File: src/rtl/sfb_pkg.sv
package sfb_pkg;

  localparam int DW = 64;

  typedef enum logic [1:0] {
    RSP_MISS  = 2'd0,
    RSP_FWD   = 2'd1,
    RSP_STALL = 2'd2
  } rsp_kind_e;

  // byte count for a 2-bit size code
  function automatic logic [3:0] size_bytes(input logic [1:0] s);
    return 4'd1 << s;
  endfunction

  // address low bits not a multiple of the size
  function automatic logic is_misaligned(input logic [2:0] lo, input logic [1:0] s);
    case (s)
      2'd0:    return 1'b0;
      2'd1:    return lo[0];
      2'd2:    return |lo[1:0];
      default: return |lo[2:0];
    endcase
  endfunction

  // mask covering the low bytes of an access of the given size
  function automatic logic [DW-1:0] low_mask(input logic [1:0] s);
    case (s)
      2'd0:    return 64'h0000_0000_0000_00FF;
      2'd1:    return 64'h0000_0000_0000_FFFF;
      2'd2:    return 64'h0000_0000_FFFF_FFFF;
      default: return 64'hFFFF_FFFF_FFFF_FFFF;
    endcase
  endfunction

endpackage

File: src/rtl/sfb_queue.sv
module sfb_queue
  import sfb_pkg::*;
#(
  parameter int DEPTH = 8,
  parameter int AW    = 16
) (
  input  logic                        clk,
  input  logic                        rst,
  input  logic                        enq_valid,
  input  logic [AW-1:0]               enq_addr,
  input  logic [1:0]                  enq_size,
  input  logic [DW-1:0]               enq_data,
  input  logic                        enq_hibyte,
  input  logic                        enq_misflag,
  output logic                        enq_full,
  input  logic                        ret_strobe,
  output logic [DEPTH-1:0]            e_vld,
  output logic [DEPTH-1:0][AW-1:0]    e_addr,
  output logic [DEPTH-1:0][1:0]       e_size,
  output logic [DEPTH-1:0][DW-1:0]    e_data,
  output logic [DEPTH-1:0]            e_block,
  output logic [$clog2(DEPTH)-1:0]    head_idx,
  output logic                        cw_valid,
  output logic [AW-1:0]               cw_addr,
  output logic [1:0]                  cw_size,
  output logic [DW-1:0]               cw_data
);

  localparam int PTR_W = $clog2(DEPTH);
  localparam int CNT_W = $clog2(DEPTH + 1);
  localparam logic [CNT_W-1:0] FULL_CNT = CNT_W'(DEPTH);

  logic [PTR_W-1:0] head, tail;
  logic [CNT_W-1:0] count, rcnt;
  logic do_enq, do_ret, do_drain, enq_bad;

  assign do_enq   = enq_valid && (count != FULL_CNT);
  assign do_ret   = ret_strobe && (rcnt != count);
  assign do_drain = (rcnt != '0);
  assign enq_full = (count == FULL_CNT);
  assign head_idx = head;
  // misaligned by address, or flagged by the producer, or high-byte source
  assign enq_bad  = enq_misflag || enq_hibyte ||
                    is_misaligned(enq_addr[2:0], enq_size);

  // payload storage, no reset so it maps to plain memory bits
  always_ff @(posedge clk) begin
    if (do_enq) begin
      e_addr[tail]  <= enq_addr;
      e_size[tail]  <= enq_size;
      e_data[tail]  <= enq_data;
      e_block[tail] <= enq_bad;
    end
  end

  always_ff @(posedge clk) begin
    if (rst) begin
      head     <= '0;
      tail     <= '0;
      count    <= '0;
      rcnt     <= '0;
      e_vld    <= '0;
      cw_valid <= 1'b0;
      cw_addr  <= '0;
      cw_size  <= '0;
      cw_data  <= '0;
    end else begin
      cw_valid <= do_drain;
      if (do_drain) begin
        cw_addr <= e_addr[head];
        cw_size <= e_size[head];
        cw_data <= e_data[head];
        head    <= head + 1'b1;
      end
      if (do_enq) tail <= tail + 1'b1;
      for (int i = 0; i < DEPTH; i++) begin
        if (do_enq && (tail == PTR_W'(i)))
          e_vld[i] <= 1'b1;
        else if (do_drain && (head == PTR_W'(i)))
          e_vld[i] <= 1'b0;
      end
      count <= count + CNT_W'(do_enq) - CNT_W'(do_drain);
      rcnt  <= rcnt + CNT_W'(do_ret) - CNT_W'(do_drain);
    end
  end


  no_overflow_chk: assert property (@(posedge clk) disable iff (rst)
    count <= FULL_CNT);


  retire_bound_chk: assert property (@(posedge clk) disable iff (rst)
    rcnt <= count);


  drain_after_retire_chk: assert property (@(posedge clk) disable iff (rst)
    cw_valid |-> ($past(rcnt) != '0));


  valid_count_chk: assert property (@(posedge clk) disable iff (rst)
    $countones(e_vld) == int'(count));

endmodule

File: src/rtl/sfb_match.sv
module sfb_match
  import sfb_pkg::*;
#(
  parameter int DEPTH = 8,
  parameter int AW    = 16
) (
  input  logic [AW-1:0]               ld_addr,
  input  logic [1:0]                  ld_size,
  input  logic [DEPTH-1:0]            e_vld,
  input  logic [DEPTH-1:0][AW-1:0]    e_addr,
  input  logic [DEPTH-1:0][1:0]       e_size,
  input  logic [DEPTH-1:0][DW-1:0]    e_data,
  input  logic [DEPTH-1:0]            e_block,
  input  logic [$clog2(DEPTH)-1:0]    head_idx,
  output rsp_kind_e                   m_kind,
  output logic [DW-1:0]               m_data
);

  localparam int PTR_W = $clog2(DEPTH);

  logic [DEPTH-1:0] ovl;
  logic [AW:0]      ld_end;
  logic             hit, ld_mis, ok;
  logic [PTR_W-1:0] sel, idx;

  assign ld_end = {1'b0, ld_addr} + (AW+1)'(size_bytes(ld_size));
  assign ld_mis = is_misaligned(ld_addr[2:0], ld_size);

  // byte-range overlap per slot
  for (genvar g = 0; g < DEPTH; g++) begin : g_ovl
    logic [AW:0] st_end;
    assign st_end = {1'b0, e_addr[g]} + (AW+1)'(size_bytes(e_size[g]));
    assign ovl[g] = e_vld[g] &&
                    ({1'b0, e_addr[g]} < ld_end) &&
                    ({1'b0, ld_addr} < st_end);
  end

  // age scan from the head: the last overlap seen is the youngest
  always_comb begin
    hit = 1'b0;
    sel = '0;
    for (int k = 0; k < DEPTH; k++) begin
      idx = head_idx + PTR_W'(k);
      if (ovl[idx]) begin
        hit = 1'b1;
        sel = idx;
      end
    end
  end

  assign ok = (e_addr[sel] == ld_addr) && (ld_size <= e_size[sel]) &&
              !ld_mis && !e_block[sel];

  always_comb begin
    m_data = '0;
    if (!hit) begin
      m_kind = RSP_MISS;
    end else if (ok) begin
      m_kind = RSP_FWD;
      m_data = e_data[sel] & low_mask(ld_size);
    end else begin
      m_kind = RSP_STALL;
    end
  end

endmodule

File: src/rtl/store_fwd_buffer.sv
module store_fwd_buffer
  import sfb_pkg::*;
#(
  parameter int DEPTH = 8,
  parameter int AW    = 16
) (
  input  logic          clk,
  input  logic          rst,
  input  logic          enq_valid,
  input  logic [AW-1:0] enq_addr,
  input  logic [1:0]    enq_size,
  input  logic [63:0]   enq_data,
  input  logic          enq_hibyte,
  input  logic          enq_misflag,
  output logic          enq_full,
  input  logic          ret_strobe,
  input  logic          ld_valid,
  input  logic [AW-1:0] ld_addr,
  input  logic [1:0]    ld_size,
  output logic          rsp_valid,
  output logic [1:0]    rsp_kind,
  output logic [63:0]   rsp_data,
  output logic          cw_valid,
  output logic [AW-1:0] cw_addr,
  output logic [1:0]    cw_size,
  output logic [63:0]   cw_data
);

  localparam int PTR_W = $clog2(DEPTH);

  logic [DEPTH-1:0]         e_vld, e_block;
  logic [DEPTH-1:0][AW-1:0] e_addr;
  logic [DEPTH-1:0][1:0]    e_size;
  logic [DEPTH-1:0][DW-1:0] e_data;
  logic [PTR_W-1:0]         head_idx;
  rsp_kind_e                m_kind;
  logic [DW-1:0]            m_data;
  logic [1:0]               rsp_size_q;

  sfb_queue #(.DEPTH(DEPTH), .AW(AW)) u_queue (
    .clk(clk), .rst(rst),
    .enq_valid(enq_valid), .enq_addr(enq_addr), .enq_size(enq_size),
    .enq_data(enq_data), .enq_hibyte(enq_hibyte), .enq_misflag(enq_misflag),
    .enq_full(enq_full), .ret_strobe(ret_strobe),
    .e_vld(e_vld), .e_addr(e_addr), .e_size(e_size), .e_data(e_data),
    .e_block(e_block), .head_idx(head_idx),
    .cw_valid(cw_valid), .cw_addr(cw_addr), .cw_size(cw_size), .cw_data(cw_data)
  );

  sfb_match #(.DEPTH(DEPTH), .AW(AW)) u_match (
    .ld_addr(ld_addr), .ld_size(ld_size),
    .e_vld(e_vld), .e_addr(e_addr), .e_size(e_size), .e_data(e_data),
    .e_block(e_block), .head_idx(head_idx),
    .m_kind(m_kind), .m_data(m_data)
  );

  always_ff @(posedge clk) begin
    if (rst) begin
      rsp_valid  <= 1'b0;
      rsp_kind   <= RSP_MISS;
      rsp_data   <= '0;
      rsp_size_q <= '0;
    end else begin
      rsp_valid  <= ld_valid;
      rsp_kind   <= ld_valid ? m_kind : RSP_MISS;
      rsp_data   <= ld_valid ? m_data : '0;
      rsp_size_q <= ld_size;
    end
  end


  fwd_zero_ext_chk: assert property (@(posedge clk) disable iff (rst)
    (rsp_valid && rsp_kind == RSP_FWD) |-> ((rsp_data & ~low_mask(rsp_size_q)) == '0));


  kind_legal_chk: assert property (@(posedge clk) disable iff (rst)
    rsp_valid |-> (rsp_kind != 2'd3));


  miss_no_data_chk: assert property (@(posedge clk) disable iff (rst)
    (rsp_kind != RSP_FWD) |-> (rsp_data == '0));

endmodule

File: config.mk
export PLATFORM = sky130hd
export DESIGN_NAME = store_fwd_buffer
export DESIGN_NICKNAME = d
export VERILOG_FILES = /design/src/rtl/sfb_pkg.sv /design/src/rtl/sfb_queue.sv /design/src/rtl/sfb_match.sv /design/src/rtl/store_fwd_buffer.sv
export SDC_FILE = /design/constraint.sdc
export NUM_CORES = 2
export LEC_CHECK = 0
export ABC_CLOCK_PERIOD_IN_PS = 8160
export BUFFER_PORTS_ARGS = -buffer_cell sky130_fd_sc_hd__buf_2
export CORE_MARGIN = 1.5
export CORE_UTILIZATION = 40
export DETAILED_ROUTE_END_ITERATION = 10
export PLACE_DENSITY_LB_ADDON = 0.3
export SYNTH_ARGS = -nofsm -noshare
export SYNTH_HDL_FRONTEND = slang
export SYNTH_SLANG_ARGS = --single-unit
File: constraint.sdc
create_clock -name clk -period 8.16 [get_ports clk]
set_input_delay 0 -clock clk [delete_from_list [all_inputs] [get_ports clk]]
set_output_delay 0 -clock clk [all_outputs]
set_load 0.02 [all_outputs]
==> metrics.md <==
| Metric | Value |
|---|---|
| Status | `finished clean` |
| End of the worst register-to-register path | `rsp_data[31]$_SDFF_PP0_` |
| Die W | `344 um` |
| Placed Area | `51200 um2` |
| Vias per std cell | `6.03` |
| Total GRT Usage | `26.3%` |
| Final period util | `99.4%` |
| First-pass GRT wire length | `~230000 um` |
| Leakage | `20.7 nW` |
| CP dominant cell by count | `buf_4` |
| TritonCTS Buffers | `85` |
| CP peak stage delay | `0.56 ns` |
| Final Instance Area | `56300 um2` |
| Sinks on Clock Net | `836` |
| Hold EP | `u_queue.e_block[6]$_DFFE_PP_` |
| Post-layout minimum cycle time | `8.11 ns` |
| Clk_lat worst skew | `0.69 ns` |
| RR Startpoint | `u_queue.e_size[6]$_DFFE_PP_` |
| Endpoints failing setup | `0` |
| Gpl congestion | `1.03` |
| Port Buffers | `257` |
| Seq cells post-synth | `836` |
| Detail Route Antenna Nets | `0` |
| Multi-input logic area | `~23000 um2` |
| Vias in the first global route | `35000` |
| Final Max Tran Viols | `0` |
| Final #Nets | `4737` |
| Initial drt markers | `3336` |
| Worst-margin pin slew | `about 1.1 ns` |
| Post-synth EDFFs | `664` |
| GRT overflow | `0` |
| Total wire length | `161000 um` |
| Via count | `35700` |
| Sum of negative setup slack | `0 ns` |
| Yosys Warn Count | `0` |
| Post-DP HPWL | `105000 um` |
| Mean Syn Cell Area | `12.3 um2` |
| Worst Hold Depth | `3` |
| Initial DRT Pass Iterations | `5` |
| Peak supply drop | `0.974 mV` |
| Syn Inst Count | `3800` |
| CTS H-Tree Depth | `3` |
| Critical path data arrival time | `8.70 ns` |
| Share of layout cells above drive strength 1 | `24.4%` |
| Worst R2R Setup Slack | `0.05 ns` |
| Hold Fails Final Rpt | `0` |
| WS Path Type | `flip-flop to flip-flop` |
| Worst hold-check path type | `input pin to flip-flop` |
| Root Driver | `clkbuf_16` |
| Starting Density | `between 40 and 50%` |
| Die area | `119000 um2` |
| CTS tree | `done` |
| Sequential area share after synthesis | `between 50% and 60%` |
| Synth Cell Area | `46600 um2` |
| Leading cell type in the layout, fill and taps excluded | `edfxtp_1` |
| Asr flop ratio synth | `0%` |
| RSZ-0062 raised after global routing | `true` |
| Pwr dens | `approximately 390 nW/um2` |
| CP max-delay cell | `edfxtp_1` |
| Crit path required time | `8.75 ns` |
| Post-Route Skew | `0.0514 ns` |
| Post-synth top flop | `edfxtp_1` |
| Min Hold Slack | `0.0505 ns` |
| Core area | `116000 um2` |
| Most frequent cells in the layout | `664 x edfxtp_1, 421 x nand2_1, 294 x ha_1` |
| Post-Synthesis Net Count | `4218` |
| Final worst slack | `0.0479 ns` |
| Crit end category | `flip-flop` |
| MaxCap Viol Count | `0` |
| DRC | `0` |
| Hold Startpoint | `enq_misflag` |
| Layout filler cell count | `10200` |
| Reg2Reg Depth | `35` |
| Reg clk slew, reported paths | `0.06 ns` |
| CTS Buffer Depth | `3` |
| Chip Height | `344 um` |
| Max FO, Critical Path | `8` |
| Sequential cell area | `23400 um2` |
| Core Rows | `125` |
| Setup WS pre-CTS | `-0.326 ns` |
| Antenna violations before repair | `6` |
| Slew HR | `about a quarter` |
| Fmax | `between 100 and 150 MHz` |
| CP startpoint kind | `flip-flop` |
| Yosys cell types | `80` |
| I/O pin count | `~260` |
| Wire length per cell | `27.2 um` |
| Area Overhead vs Synth | `20.9%` |
| Largest net degree at the start of global routing | `179` |
==> sequential cells by signal, indices dropped and copies added (netlist names) <==
register,count
u_queue.rcnt,4
u_queue.cw_size,2
u_queue.e_size,16
u_queue.head_idx,3
u_queue.tail,3
u_queue.cw_valid,1
rsp_data,64
u_queue.e_data,512
u_queue.cw_data,64
rsp_kind,2
u_queue.e_vld,8
u_queue.cw_addr,16
u_queue.e_addr,128
rsp_valid,1
u_queue.count,4
u_queue.e_block,8
==> logic make-up (layout without fill, tap and decap cells) <==
kind of cell / after synthesis / after routing / synth area share [%]
adders and majority gates: 311 / 311 / 8.53
other: 0 / 1 / 0
xor gates and xnor gates: 149 / 149 / 2.80
DFF: 836 / 836 / 50.2
buffers and inverters: 279 / 870 / 2.46
muxes: 418 / 418 / 13.5
and+or+nand+nor: 1084 / 1084 / 11.6
AOI/OAI and AO/OA: 723 / 723 / 10.9
==> critical path: cells and delay by family (launching register included) <==
family / cells / cell delay, ns
AND/OR/NAND/NOR: 11 / 2.47
buffers and inverters: 10 / 1.62
AO/OA/AOI/OAI: 8 / 1.47
adder cells (fa/ha/maj): 3 / 0.93
multiplexers: 2 / 0.81
flip-flops: 1 / 0.56
XOR/XNOR: 1 / 0.12
==> routing by layer <==
| metal | wire length (um) | GRT usage, % | vias up |
|---|---|---|---|
| met4 | 7050 | 11.4 | 8 |
| met5 | 60 | 0 | - |
| met2 | 75600 | 42.9 | 1526 |
| li1 | - | - | 15900 |
| met1 | 65200 | 34.3 | 18000 |
| met3 | 13000 | 4.66 | 313 |
==> power by group <==
group	switching [mW]	internal, mW	total (mW)	leakage, nW
Combinational	7.54	4.89	12.4	11.8
Sequential	0.401	5.06	5.46	7.44
Clock	1.73	2.27	4.00	1.39
==> synth_stat cells (all sizes together) (22+ instances only) <==
master / instances / area share [%]
a211oi: 172 / 2.8
a21o: 30 / 0.48
a21oi: 108 / 1.2
a311oi: 86 / 1.6
a31oi: 76 / 1.0
and2: 93 / 1.2
and3: 26 / 0.35
and4: 22 / 0.41
buf: 83 / 0.88
clkbuf: 141 / 1.1
dfxtp: 172 / 7.4
edfxtp: 664 / 43
ha: 300 / 8.1
inv: 55 / 0.44
mux2i: 241 / 5.2
mux4: 169 / 8.2
nand2: 424 / 3.4
nand3: 93 / 1.0
nand4: 53 / 0.71
nor2: 200 / 1.6
nor2b: 40 / 0.54
nor3: 22 / 0.25
nor4: 69 / 1.4
o21ai: 99 / 1.1
xnor2: 50 / 0.94
xor2: 99 / 1.9
==> layout make-up <==
type | count | area share [%]
multi-input cells | 2685 | 41.0
repair buffers | 656 | 8.59
clock inverters | 44 | 0.846
inverters | 55 | 0.380
diodes | 1 | 0.00444
clock buffers | 115 | 4.23
well taps | 1524 | 3.39
flip-flops and latches | 836 | 41.5
==> stage by stage <==
| stage | util, % | instances | power [mW] |
|---|---|---|---|
| global placement | 44.2 | 5620 | 17.3 |
| floorplan | - | 3800 | 13.6 |
| finish | 48.6 | 5916 | 21.9 |
| global route | 48.6 | 5916 | 23.0 |
| detailed placement | 44.2 | 5620 | 17.4 |
| CTS | 47.4 | 5872 | 21.5 |
==> how the worst max path moves through the flow <==
stage / to / slack (ns) / depth (start not counted) / start
6_report: rsp_data[31]$_SDFF_PP0_ / 0.05 / 35 / u_queue.e_size[6]$_DFFE_PP_
5_1_grt: rsp_data[36]$_SDFF_PP0_ / -0.09 / 34 / u_queue.e_size[6]$_DFFE_PP_
2_1_floorplan: rsp_data[32]$_SDFF_PP0_ / 0.008 / 38 / ld_size[1]
3_3_place_gp: rsp_data[53]$_SDFF_PP0_ / -0.19 / 33 / u_queue.e_size[12]$_DFFE_PP_
4_1_cts: rsp_data[8]$_SDFF_PP0_ / 0.003 / 35 / u_queue.e_size[15]$_DFFE_PP_
3_5_place_dp: rsp_data[8]$_SDFF_PP0_ / -0.33 / 34 / u_queue.e_size[12]$_DFFE_PP_
==> repair_timing <==
item / CTS / global route
pin swaps: 5 / 32
gates cloned: 0 / 8
resized for setup: 12 / 177
setup endpoints to repair: 66 / 66
buffers inserted: 6 / 37
hold buffers: 87 / 0
hold endpoints to repair: 670 / 0
(Power assumes the default switching activity.)
